File: config.mk
export PLATFORM = sky130hd
export DESIGN_NAME = bgc_top
export DESIGN_NICKNAME = d
export VERILOG_FILES = /design/src/rtl/bgc_pkg.sv /design/src/rtl/bgc_arbiter.sv /design/src/rtl/bgc_cell.sv /design/src/rtl/bgc_top.sv
export SDC_FILE = /design/constraint.sdc
export NUM_CORES = 1
export LEC_CHECK = 0
export BUFFER_PORTS_ARGS = -buffer_cell sky130_fd_sc_hd__buf_2
export CORE_MARGIN = 2
export CORE_UTILIZATION = 53
export CTS_CLUSTER_SIZE = 16
export DETAILED_ROUTE_END_ITERATION = 8
export MAX_ROUTING_LAYER = met4
export PLACE_DENSITY_LB_ADDON = 0.1
export SLEW_MARGIN = 15
export SYNTH_ARGS = -nofsm -noshare
export SYNTH_HDL_FRONTEND = slang
export SYNTH_SLANG_ARGS = --single-unit
File: constraint.sdc
create_clock -name clk -period 3.1 [get_ports clk]
set_clock_uncertainty 0.05 [all_clocks]
set_input_delay 0.62 -clock clk [delete_from_list [all_inputs] [get_ports clk]]
set_output_delay 0.62 -clock clk [all_outputs]
set_load 0.01 [all_outputs]
File: src/rtl/bgc_pkg.sv
// Shared constants, state types and the class selection function for the
// serial grant chain arbiter. Class 0..3 are interrupt levels 4..7, class 4
// is direct memory access.
package bgc_pkg;
    localparam int NCLS    = 5;
    localparam int CLS_DMA = 4;

    typedef enum logic [1:0] {ARB_IDLE, ARB_GRANT, ARB_RELEASE} arb_st_t;
    typedef enum logic [1:0] {CELL_IDLE, CELL_SEL, CELL_MASTER} cell_st_t;

    // Pick one class: DMA first, then the highest interrupt level above pri.
    function automatic logic [NCLS-1:0] pick_class(input logic [NCLS-1:0] req,
                                                   input logic [2:0] pri);
        logic [NCLS-1:0] g;
        logic            found;
        g     = '0;
        found = 1'b0;
        if (req[CLS_DMA]) begin
            g[CLS_DMA] = 1'b1;
        end else begin
            for (int c = NCLS - 2; c >= 0; c--) begin
                if (!found && req[c] && ((c + 4) > int'(pri))) begin
                    g[c]  = 1'b1;
                    found = 1'b1;
                end
            end
        end
        return g;
    endfunction
endpackage

File: src/rtl/bgc_arbiter.sv
// Central arbiter. Samples the wired-OR request lines, issues one grant,
// waits for the selection acknowledge or a timeout, then waits for the
// acknowledge to be released before granting again.
// Assumes TMO_CYC >= 2 and that only one cell can answer a grant.
module bgc_arbiter
    import bgc_pkg::*;
#(
    parameter int TMO_CYC = 8
) (
    input  logic            clk,
    input  logic            rst_n,
    input  logic [NCLS-1:0] req_line,
    input  logic [2:0]      cpu_pri,
    input  logic            sack_line,
    output logic [NCLS-1:0] grant_o,
    output logic            err_o
);
    localparam int CW = (TMO_CYC > 2) ? $clog2(TMO_CYC) : 1;

    arb_st_t         st;
    logic [CW-1:0]   cnt;
    logic [NCLS-1:0] choice;

    // Candidate grant from the current requests and processor priority.
    always_comb choice = pick_class(req_line, cpu_pri);

    // Grant sequencing, timeout counting and sticky error flag.
    always_ff @(posedge clk) begin
        if (!rst_n) begin
            st      <= ARB_IDLE;
            grant_o <= '0;
            cnt     <= '0;
            err_o   <= 1'b0;
        end else begin
            case (st)
                ARB_IDLE: begin
                    if (!sack_line && (choice != '0)) begin
                        grant_o <= choice;
                        cnt     <= '0;
                        st      <= ARB_GRANT;
                    end
                end
                ARB_GRANT: begin
                    if (sack_line) begin
                        grant_o <= '0;
                        st      <= ARB_RELEASE;
                    end else if (cnt == CW'(TMO_CYC - 1)) begin
                        grant_o <= '0;
                        err_o   <= 1'b1;
                        st      <= ARB_IDLE;
                    end else begin
                        cnt <= cnt + 1'b1;
                    end
                end
                ARB_RELEASE: begin
                    if (!sack_line) st <= ARB_IDLE;
                end
                default: st <= ARB_IDLE;
            endcase
        end
    end

    a_r2_single_grant: assert property (@(posedge clk) disable iff (!rst_n)
        $onehot0(grant_o));
    a_r6_drop_on_sack: assert property (@(posedge clk) disable iff (!rst_n)
        ((grant_o != '0) && sack_line) |=> (grant_o == '0));
    a_r6_no_grant_during_sack: assert property (@(posedge clk) disable iff (!rst_n)
        (($past(grant_o) == '0) && (grant_o != '0)) |-> !$past(sack_line));
    a_r9_err_sticky: assert property (@(posedge clk) disable iff (!rst_n)
        err_o |=> err_o);
endmodule

File: src/rtl/bgc_cell.sv
// Per-device grant chain cell. Passes a grant it does not want straight to
// the next cell, keeps one it wants and acknowledges it. It then takes the
// bus once the bus is idle and the slave handshake has ended.
// Assumes at most one grant class is active at a time.
module bgc_cell
    import bgc_pkg::*;
(
    input  logic            clk,
    input  logic            rst_n,
    input  logic [NCLS-1:0] req_i,
    input  logic            done_i,
    input  logic            bus_bbsy,
    input  logic            ssyn,
    input  logic [NCLS-1:0] gin,
    output logic [NCLS-1:0] gout,
    output logic [NCLS-1:0] req_o,
    output logic            sack_o,
    output logic            bbsy_o
);
    cell_st_t        st;
    logic [NCLS-1:0] own_cls;
    logic [NCLS-1:0] block;

    // Grant blocking and request masking from the cell state.
    always_comb begin
        case (st)
            CELL_IDLE: block = req_i;
            CELL_SEL:  block = own_cls;
            default:   block = '0;
        endcase
        gout   = gin & ~block;
        req_o  = (st == CELL_MASTER) ? '0 : req_i;
        sack_o = (st == CELL_SEL);
        bbsy_o = (st == CELL_MASTER);
    end

    // Claim, bus takeover and release sequencing.
    always_ff @(posedge clk) begin
        if (!rst_n) begin
            st      <= CELL_IDLE;
            own_cls <= '0;
        end else begin
            case (st)
                CELL_IDLE: begin
                    if ((gin & req_i) != '0) begin
                        own_cls <= gin & req_i;
                        st      <= CELL_SEL;
                    end
                end
                CELL_SEL: begin
                    if (!bus_bbsy && !ssyn) st <= CELL_MASTER;
                end
                CELL_MASTER: begin
                    if (done_i) st <= CELL_IDLE;
                end
                default: st <= CELL_IDLE;
            endcase
        end
    end

    a_r5_claim_next_cycle: assert property (@(posedge clk) disable iff (!rst_n)
        ((st == CELL_IDLE) && ((gin & req_i) != '0)) |=> sack_o);
    a_r7_take_idle_bus: assert property (@(posedge clk) disable iff (!rst_n)
        $rose(bbsy_o) |-> $past(!bus_bbsy && !ssyn));
    a_r10_release_on_done: assert property (@(posedge clk) disable iff (!rst_n)
        (bbsy_o && done_i) |=> !bbsy_o);
endmodule

File: src/rtl/bgc_top.sv
// Arbiter plus a chain of NDEV device cells. Grants run from the arbiter
// through cell 0 to cell NDEV-1. Request, acknowledge and busy lines are
// wired-OR across the cells. Assumes one synchronous clock domain.
module bgc_top
    import bgc_pkg::*;
#(
    parameter int NDEV    = 4,
    parameter int TMO_CYC = 8
) (
    input  logic                 clk,
    input  logic                 rst_n,
    input  logic [NDEV*NCLS-1:0] dev_req,
    input  logic [NDEV-1:0]      dev_done,
    input  logic [NCLS-1:0]      stray_req,
    input  logic [2:0]           cpu_pri,
    input  logic                 ext_bbsy,
    input  logic                 ssyn,
    output logic [NCLS-1:0]      arb_grant,
    output logic [NCLS-1:0]      chain_tail,
    output logic                 sack,
    output logic                 bbsy,
    output logic [NDEV-1:0]      dev_master,
    output logic                 grant_err
);
    logic [NCLS-1:0] gchain   [NDEV+1];
    logic [NCLS-1:0] cell_req [NDEV];
    logic [NDEV-1:0] cell_sack;
    logic [NDEV-1:0] cell_bbsy;
    logic [NCLS-1:0] req_line;

    // Wired-OR of request, acknowledge and busy lines.
    always_comb begin
        req_line = stray_req;
        for (int d = 0; d < NDEV; d++) req_line = req_line | cell_req[d];
        sack = |cell_sack;
        bbsy = ext_bbsy | (|cell_bbsy);
    end

    assign gchain[0]  = arb_grant;
    assign chain_tail = gchain[NDEV];
    assign dev_master = cell_bbsy;

    bgc_arbiter #(.TMO_CYC(TMO_CYC)) u_arb (
        .clk       (clk),
        .rst_n     (rst_n),
        .req_line  (req_line),
        .cpu_pri   (cpu_pri),
        .sack_line (sack),
        .grant_o   (arb_grant),
        .err_o     (grant_err)
    );

    for (genvar d = 0; d < NDEV; d++) begin : g_cell
        bgc_cell u_cell (
            .clk      (clk),
            .rst_n    (rst_n),
            .req_i    (dev_req[d*NCLS +: NCLS]),
            .done_i   (dev_done[d]),
            .bus_bbsy (bbsy),
            .ssyn     (ssyn),
            .gin      (gchain[d]),
            .gout     (gchain[d+1]),
            .req_o    (cell_req[d]),
            .sack_o   (cell_sack[d]),
            .bbsy_o   (cell_bbsy[d])
        );
    end

    a_r8_one_owner: assert property (@(posedge clk) disable iff (!rst_n)
        $onehot0(cell_bbsy));
endmodule

; After elaboration in Yosys (flattened, before gate mapping)
; Index checks and enable logic that the tools add are counted.
[op_classes]
bitwise = 18
magnitude_cmp = 4
n_eq_ne = 28
n_mux = 45
n_reduce_logical = 40
add_sub_neg = 1
[ops]
columns = operator, count
row1 = one-hot mux 5 bit (2 select lines), 5
row2 = AND 5 bit, 8
row3 = 2-to-1 mux 5 bit, 7
row4 = one-hot mux 2 bit (3 select lines), 5
row5 = 2-to-1 mux 2 bit, 13
row6 = nonzero test 5 bit, 5
row7 = inequality test 2 bit (second input constant), 11
row8 = AND reduction 3 bit, 7
row9 = NOT 5 bit, 4
row10 = bitwise OR 5 bit, 4
row11 = > comparator 3 bit (first input constant), 4
row12 = == test 2 x 1 -> 1 bit (second input constant), 5
row13 = == test 2 bit (second input constant), 5
row14 = logical NOT 2 bit, 5
row15 = 2-to-1 mux 1 bit, 10
row16 = inequality test 2 x 1 -> 1 bit (second input constant), 5
row17 = logical AND 1 bit, 9
row18 = 2-to-1 mux 3 bit, 3
row19 = AND reduction 2 bit, 4
row20 = OR reduction 4 bit, 2
row21 = logical NOT 1 bit, 6
row22 = one-hot mux 3 bit (2 select lines), 1
row23 = 2-to-1 mux 4 bit, 1
row24 = AND reduction 4 bit, 1
row25 = 6 further kinds, 6
[totals]
ff_bits = 39
output_inout_bits = 17
input_bits = 36
word_cells = 148

; Longest topological paths before layout
; Gate-level depths: netlist of run 1.
[depth]
depth_word = 28
depth_mapped = 9
depth_no_buf = 8

; By module
; From an unflattened synthesis of run 1, not the netlist that was laid out.
[unflattened]
cells_unflattened = 305
area_unflattened_um2 = 2528.7
[by_module_without_submodules]
columns = module, cells_per_inst, n_inst, area_each_um2, seq_area_each_um2
row1 = bgc_cell (g_cell[2].u_cell ...), 55, 2, 462.9, 140.1
row2 = bgc_cell (g_cell[0].u_cell ...), 55, 2, 461.7, 140.1
row3 = bgc_arbiter, 66, 1, 596.8, 220.2
row4 = bgc_top, 19, 1, 82.6, 0.0

; Worst setup path after synthesis of run 1
; No wires, ideal clock.
[synth_timing]
kind = input to output
from = input dev_req[3]
to = output chain_tail[3]
path_buffers = 0
arrival_ns = 1.393
path_stages = 3
slack_ns = 1.037
path_cell_list = mux2i_1 o21ai_0 nor4_1
[synth_between]
elab_chain_cells = 6
[synth_lines]
columns = item, line
row1 = start: declaration, bgc_top.sv:12  ; input logic [NDEV*NCLS-1:0] dev_req,
row2 = one-hot mux 5 bit (2 select lines), bgc_cell.sv:26  ; case (st)
row3 = NOT 5 bit, bgc_cell.sv:31  ; gout = gin & ~block;
row4 = AND 5 bit (4 in series), bgc_cell.sv:31
row5 = end: declaration, bgc_top.sv:19  ; output logic [NCLS-1:0] chain_tail,
; Every way passes these cells.

; Worst setup path after layout of run 1
[layout_timing]
from = register g_cell[1].u_cell.st[0]
to = output chain_tail[2]
[layout_between]
elab_chain_cells = 6
[layout_lines]
columns = item, line
row1 = start: declaration, bgc_cell.sv:20  ; cell_st_t st;
row2 = start signal: assignment, bgc_cell.sv:40  ; st <= CELL_IDLE;
row3 = start signal: assignment, bgc_cell.sv:47  ; st <= CELL_SEL;
row4 = start signal: assignment, bgc_cell.sv:51  ; if (!bus_bbsy && !ssyn) st <= CELL_MASTER;
row5 = == test 2 x 1 -> 1 bit / logical NOT 2 bit (equally long branches), bgc_cell.sv:26
row6 = one-hot mux 5 bit (2 select lines) *, bgc_cell.sv:26
row7 = NOT 5 bit *, bgc_cell.sv:31
row8 = AND 5 bit * (3 in series), bgc_cell.sv:31
; Every way passes the cells marked *; elsewhere a longest branch is shown, timed or not.

==> impl_results.md, run 1 <==
- Status: finished clean
- IO Port Bufs: 52
- Hold-fix buffers, CTS: 0
- Largest net degree at the start of global routing: 30
- Yosys top cell by area: dfxtp_1
- Critical Path RT: 2.43 ns
- Num ports: 53
- Terminating pin of the worst hold path: u_arb.err_o$_SDFFE_PN0P_
- Syn_area_per_cell: a little under 8 sq um
- Post-synth EDFFs: 0
- Most numerous cell in the Yosys netlist: nor2_1
- Post-route minimum period: about 2.6 ns
- Initial antenna violation count: 0
- Antenna cells: 0
- Clock sink total: 39
- Syn nets: 330
- Reg2Reg Depth: 7
- Post-DRT Antenna Nets: 0
- Top cells by count, synth: nor2_1, dfxtp_1, nand2_1, a21oi_1, mux2i_1
- Final HPWL DP: 4.81 mm
- CTS Buf Count: 5
- Critical Path Start Type: register
- Grt ovf: 0
- FP Rows: 24
- Pre-antenna DRT Iters: 8
- Total Wirelength: 6.36 mm
- Area grow syn2layout: 14.4%
- Actual slew at the worst max-slew pin: 0.686 ns
- Maximum clock frequency: 384 MHz
- Synth Cell Area: 0.00232 sq mm
- Post-CTS Resized: 0
- Initial core utilization: a little over half
- DRT iter0 DRCs: 205
- Total Neg Setup Slack: 0 ns
- Peak supply drop: 0.290 mV
- Residual DRC: 0
- Number of global-route vias before repair: 2,075
- Worst-Skew Late Latency: 0.30 ns
- Die Y: 70.2 um
- Final Setup Violations: 0
- Routed len/inst: between 15 and 20 um
- Clk buf depth: 2
- Area of the core: 0.00429 sq mm
- Worst-path fanout max: 14
- Filler cells: 425
- Unique masters post-synth: between 50 and 60
- FF-to-FF End: u_arb.grant_o[3]$_SDFFE_PN0P_
- Vias per cell: ~6.1
- CTS clk-pin slew, worst paths: 0.07 ns
- Via count: 2,346
- Share of the synthesized area in the top cell type: between 30 and 40%
- Die ar.: 0.00493 sq mm
- H-tree Lvls: 2
- Final Net Count: 372
- Hold WC Path Type: reg -> reg
- Synth Register Bits: 39
- Synth Instances: 292
- Unrepaired setup endpoints after global routing: false
- Routability cong.: 0.863
- MaxCap Viol Count: 0
- Hold Slack: 0.418 ns
- Hold_sp: u_arb.err_o$_SDFFE_PN0P_
- Flop2flop setup slack: around 0.72 ns
- First-pass GRT wire length: 10.0 mm
- CP Data Arrival Time: 1.93 ns
- Final Max Slew Viols: 0
- Top cells by area, synth: dfxtp_1, mux2i_1, nor2_1
- Hold Path Depth: 2
- Root Buffer: clkbuf_8
- Share of layout cells above drive strength 1: 21.5%
- Gr usage total: about a quarter
- CTS tree: built
- Max_slew headroom: 53.8%
- CP Class: reg -> out
- Seq/Total Area, Yosys: between 30 and 40%
- Post-synth ARST share: 0%
- Final worst-path cycle share: 84.0%
- Ys flop type: dfxtp_1
- Die width: 70.2 um
- Post-CTS setup buffer count: 0
- Pleak: 0.00112 uW
- Power per Cell Area: 453 mW/mm^2
- Synth warnings: 0
- Final Hold Fails: 0
- Critical Path End Type: primary output
- Worst reg2reg path startpoint: g_cell[1].u_cell.st[0]$_SDFFE_PN0P_
==> metal layers <==
layer	up-vias	wire, um	track usage (%)
li1	1150	-	-
met1	1093	2750	33.3
met2	92	3070	43.0
met3	11	443	6.49
met4	0	94	7.91
met5	-	0	-
==> cell families after synthesis <==
family / share of synthesized area (%)
adders and majority gates: 1.08
buffers and inverters: 7.00
DFF: 33.6
muxes: 8.62
AOI/OAI and AO/OA: 23.3
and+or+nand+nor: 26.0
xor gates and xnor gates: 0.377
==> power breakdown <==
group	total [uW]	internal, uW	switching [uW]
clock network	379	203	176
logic	260	111	149
registers	565	525	39.2
total	1200	839	365
==> how the worst max path moves through the flow <==
stage                                   startpoint                                  endpoint  slack, ns  cells after the start
2_1_floorplan                           dev_req[3]                             chain_tail[3]       1.04                      3
3_3_place_gp                            dev_req[0]  g_cell[3].u_cell.own_cls[3]$_SDFFE_PN0P_       0.74                      8
3_5_place_dp                            dev_req[3]  g_cell[3].u_cell.own_cls[3]$_SDFFE_PN0P_       0.69                      7
4_1_cts        g_cell[1].u_cell.st[0]$_SDFFE_PN0P_                             chain_tail[2]       0.51                      5
5_1_grt        g_cell[1].u_cell.st[0]$_SDFFE_PN0P_                             chain_tail[2]       0.40                      5
6_report       g_cell[1].u_cell.st[0]$_SDFFE_PN0P_                             chain_tail[2]       0.50                      5
==> worst max-delay path, stage by stage, from the launching register on <==
cell and delay (ns):
dfxtp_1 0.68, mux2i_1 0.26, o221ai_1 0.19, nor2_1 0.24, o21a_1 0.15, buf_2 0.12
==> flip-flops by register name (all words and copies together) (netlist names) <==
register and count:
g_cell.u_cell.own_cls 20, g_cell.u_cell.st 8, u_arb.cnt 3, u_arb.err_o 1, u_arb.grant_o 5, u_arb.st 2
==> cell usage in the layout (no fill, tap or decap), types with 3 or more instances in the layout <==
cell type	n
and2_1	3
nor2_1	46
clkbuf_8	7
o22a_1	4
nor3_1	10
a32o_1	5
inv_1	13
buf_2	52
a21oi_1	22
or2_2	3
nand2_1	23
o21a_1	3
o211ai_1	5
a22o_1	4
nand2b_1	5
nor4_1	9
nand3_1	4
nor3b_1	3
o21ai_0	7
dfxtp_1	39
mux2i_1	20
a222oi_1	4
buf_4	3
==> per-stage QoR <==
| stage | instance area [sq um] | setup WS [ns] | cells | power (uW) | utilization [%] |
|---|---|---|---|---|---|
| 5_1_grt | 2660 | 0.404 | 387 | 1260 | 61.9 |
| 3_3_place_gp | 2560 | 0.744 | 379 | 827 | 59.6 |
| 6_report | 2660 | 0.497 | 387 | 1200 | 61.9 |
| 2_1_floorplan | 2320 | 1.04 | 292 | 752 | - |
| 4_1_cts | 2660 | 0.507 | 387 | 1210 | 61.9 |
| 3_5_place_dp | 2560 | 0.691 | 379 | 831 | 59.6 |
==> cell type report <==
class	instances	area [sq um]	share of cell area (%)
inverter	13	48.8	1.84
timing repair buffer	55	283	10.6
clock buffer	8	100	3.77
tap	52	65.1	2.45
sequential	39	781	29.4
multi-input combinational	220	1380	51.9
No activity file was read; power rests on OpenSTA's default activity.
==> run 2, diff against run 1 <==
--- a/config.mk
+++ b/config.mk
@@ -5,6 +5,7 @@
 export SDC_FILE = /design/constraint.sdc
 export NUM_CORES = 1
 export LEC_CHECK = 0
+export ABC_AREA = 1
 export BUFFER_PORTS_ARGS = -buffer_cell sky130_fd_sc_hd__buf_2
 export CORE_MARGIN = 2
 export CORE_UTILIZATION = 53
==> constraint.sdc (replaced) <==
create_clock -name clk -period 2.6 [get_ports clk]
set_clock_uncertainty 0.05 [all_clocks]
set_input_delay 0.52 -clock clk [delete_from_list [all_inputs] [get_ports clk]]
set_output_delay 0.52 -clock clk [all_outputs]
set_load 0.01 [all_outputs]
==> impl_results.md, run 2 <==
- Synth warnings: 0
- First-pass GRT wire length: 10.2 mm
- Post-CTS setup buffer count: 0
- Filler cells: 436
- Syn_area_per_cell: 6.58 sq um
- Maximum clock frequency: ~430 MHz
- Syn nets: approximately 420
- Comb pwr share: 49.3%
- Post-synth ARST share: 0%
- Top cells by area, synth: dfxtp_1, nand2_1, inv_1
- Number of global-route vias before repair: 2,305
- Share of the synthesized area in the top cell type: 31.4%
- Post-DRT Antenna Nets: 0
- CTS clk-pin slew, worst paths: roughly 0.080 ns
- Post-synthesis simple-gate area fraction: 40.2%
- Max_slew headroom: between 40% and 50%
- Total Neg Setup Slack: 0 ns
- Area grow syn2layout: 14.2%
- Via count: 2,547
- Die width: 72.5 um
- Critical Path RT: 2.03 ns
- Critical Path Start: g_cell[1].u_cell.st[1]$_SDFFE_PN0P_
- Fraction of synthesized area in multiplexers: 0%
- Synth Register Bits: 39
- CP Class: reg -> out
- Final HPWL DP: ~4.9 mm
- Clock sink total: 39
- Power per Cell Area: 886 mW/mm^2
- DRT iter0 DRCs: 172
- Num ports: 53
- Post-synthesis adder-cell area fraction: 1.01%
- Status: finished clean
- CP Capture Point: chain_tail[4]
- FP Rows: 24
- Pre-antenna DRT Iters: 5
- Hold WC Path Type: reg -> reg
- CP Data Arrival Time: 1.76 ns
- Share of layout cells above drive strength 1: about a quarter
- MaxCap Viol Count: 0
- Critical Path Start Type: register
- Post-synth EDFFs: 0
- Synth Area in Compound Gates: 15.6%
- Commonest non-fill, non-tap cell in the layout: nand2_1
- Worst-Skew Late Latency: 0.30 ns
- Vias per cell: 5.30
- Post-CTS Resized: 0
- Share of total power consumed by net switching: 45.1%
- CTS Buf Count: 5
- Sequential fraction of design power: between 30% and 40%
- Yosys top cell by area: dfxtp_1
- Area of the core: approximately 0.0044 sq mm
- Ys flop type: dfxtp_1
- Grt ovf: 0
- Total chip power: 2520 uW
- Most frequent cells in the layout: nand2_1, buf_2, inv_1, dfxtp_1, nor2_1
- Largest registers: g_cell.u_cell.own_cls x20, g_cell.u_cell.st x8, u_arb.grant_o x5
- Clk buf depth: 2
- Synth Area in XOR/XNOR: 0%
- Initial antenna violation count: 0
- Residual DRC: 0
- Core Util, Final: 63.9%
- Worst reg2reg path startpoint: g_cell[1].u_cell.st[1]$_SDFFE_PN0P_
- Pint: 1380 uW
- Routed len/inst: 13.1 um
- Final Net Count: 467
- Gr usage total: 25.7%
- Pleak: approximately 0.0014 uW
- Synth Instances: 378
- Placed Cells: about 470
- H-tree Lvls: 2
- Hold-fix buffers, CTS: 0
- Root Buffer: clkbuf_8
- Unique masters post-synth: 38
- NetSw: 1140 uW
- Worst-path fanout max: 8
- Final instance area: 0.00284 sq mm
- Initial core utilization: 55.9%
- Die Y: 72.5 um
- Clk pwr share: 17.1%
- Antenna cells: 0
- Final Hold Fails: 0
- Non-filler cells, final: about 480
- Final Setup Violations: 0
- Max FFs per register: 20
- Reg2Reg Depth: 9
- Actual slew at the worst max-slew pin: 0.897 ns
- Final Max Slew Viols: 0
- Largest family of logic cells by synthesized area: simple AND/OR/NAND/NOR gates
- IO Port Bufs: 52
- Synth Cell Area: between 0.002 and 0.0025 sq mm
- Critical Path End Type: primary output
- Total Wirelength: 6.28 mm
- Die ar.: 0.00525 sq mm
- Top cells by count, synth: nand2_1, inv_1, dfxtp_1, nor2_1, a21oi_1
- FF-to-FF End: u_arb.grant_o[4]$_SDFFE_PN0P_
- CTS tree: built
- Most numerous cell in the Yosys netlist: nand2_1
- Seq/Total Area, Yosys: about a third
- Peak supply drop: 0.442 mV
- Flop2flop setup slack: approximately 0.54 ns
- Unrepaired setup endpoints after global routing: false
- Placement Cell Area: 0.00275 sq mm
- Routability cong.: between 0.9 and 1
- Post-route minimum period: about 2.3 ns
- Largest net degree at the start of global routing: 25
- Final worst-path cycle share: 89.5%
- Reg with most FFs: g_cell.u_cell.own_cls
[run 2: changes by cell type after synthesis, sizes merged, moves of 8 or more]
cell,previous run,this run
o21ai,9,17
nand4,2,15
mux2i,20,0
inv,13,59
nand2,23,111
a21oi,22,35
nor4,10,1
nand3,4,25
[run 2: cells by family after synthesis]
logic type                 count (synthesis)
adders and majority gates                  2
and+or+nand+nor                          204
AOI/OAI and AO/OA                         64
buffers and inverters                     69
DFF                                       39
[run 2: how the worst min path moves through the flow]
stage / startpoint / endpoint / slack [ns] / cells after the start
after CTS: g_cell[0].u_cell.own_cls[3]$_SDFFE_PN0P_ / g_cell[0].u_cell.own_cls[3]$_SDFFE_PN0P_ / 0.42 / 2
after global placement: u_arb.err_o$_SDFFE_PN0P_ / u_arb.err_o$_SDFFE_PN0P_ / 0.40 / 2
after detailed placement: u_arb.cnt[0]$_SDFFE_PN0P_ / u_arb.cnt[0]$_SDFFE_PN0P_ / 0.40 / 1
after floorplan: u_arb.cnt[0]$_SDFFE_PN0P_ / u_arb.cnt[0]$_SDFFE_PN0P_ / 0.38 / 1
final: u_arb.cnt[0]$_SDFFE_PN0P_ / u_arb.cnt[0]$_SDFFE_PN0P_ / 0.41 / 1
after global routing: g_cell[3].u_cell.own_cls[2]$_SDFFE_PN0P_ / g_cell[3].u_cell.own_cls[2]$_SDFFE_PN0P_ / 0.44 / 2
[run 2: metrics by stage]
step	setup WS, ns	hold slack, ns
after floorplan	0.732	0.382
after global placement	0.503	0.398
after detailed placement	0.465	0.403
after CTS	0.282	0.416
after global routing	0.134	0.441
final	0.272	0.412
[run 2: layer usage]
metal  vias up  GRT usage, %  share of wire, %
li1       1310             -                 -
met1      1125          31.1                45
met5         -             -                 0
met4         0          8.85               2.4
met2       100          43.7                47
met3        12          4.03               5.6
[run 2: final cells by class]
class | count | area (sq um) | share of cell area (%)
well taps | 52 | 65.1 | 2.29
multi-input cells | 270 | 1410 | 49.6
flip-flops and latches | 39 | 781 | 27.5
clock buffers | 6 | 82.6 | 2.91
repair buffers | 54 | 275 | 9.69
inverters | 59 | 221 | 7.80
clock inverters | 1 | 5.00 | 0.176
[run 2: worst max-delay path, cell delays in order, from the launching register on]
cell     delay [ns]
dfxtp_1        0.39
inv_2          0.10
nand2_2        0.07
inv_2          0.08
nand2_1        0.06
o21ai_0        0.08
inv_1          0.12
nand2_1        0.08
nor2_2         0.14
nand2_1        0.06
a21oi_1        0.13
buf_2          0.15
[run 2: power groups by stage]
stage                     Sequential [uW]  Combinational (uW)  Clock (uW)
after detailed placement              857                1240           0
after CTS                             846                1240         434
final                                 846                1240         430
after floorplan                       846                 989           0
after global placement                854                1220           0
after global routing                  862                1410         453
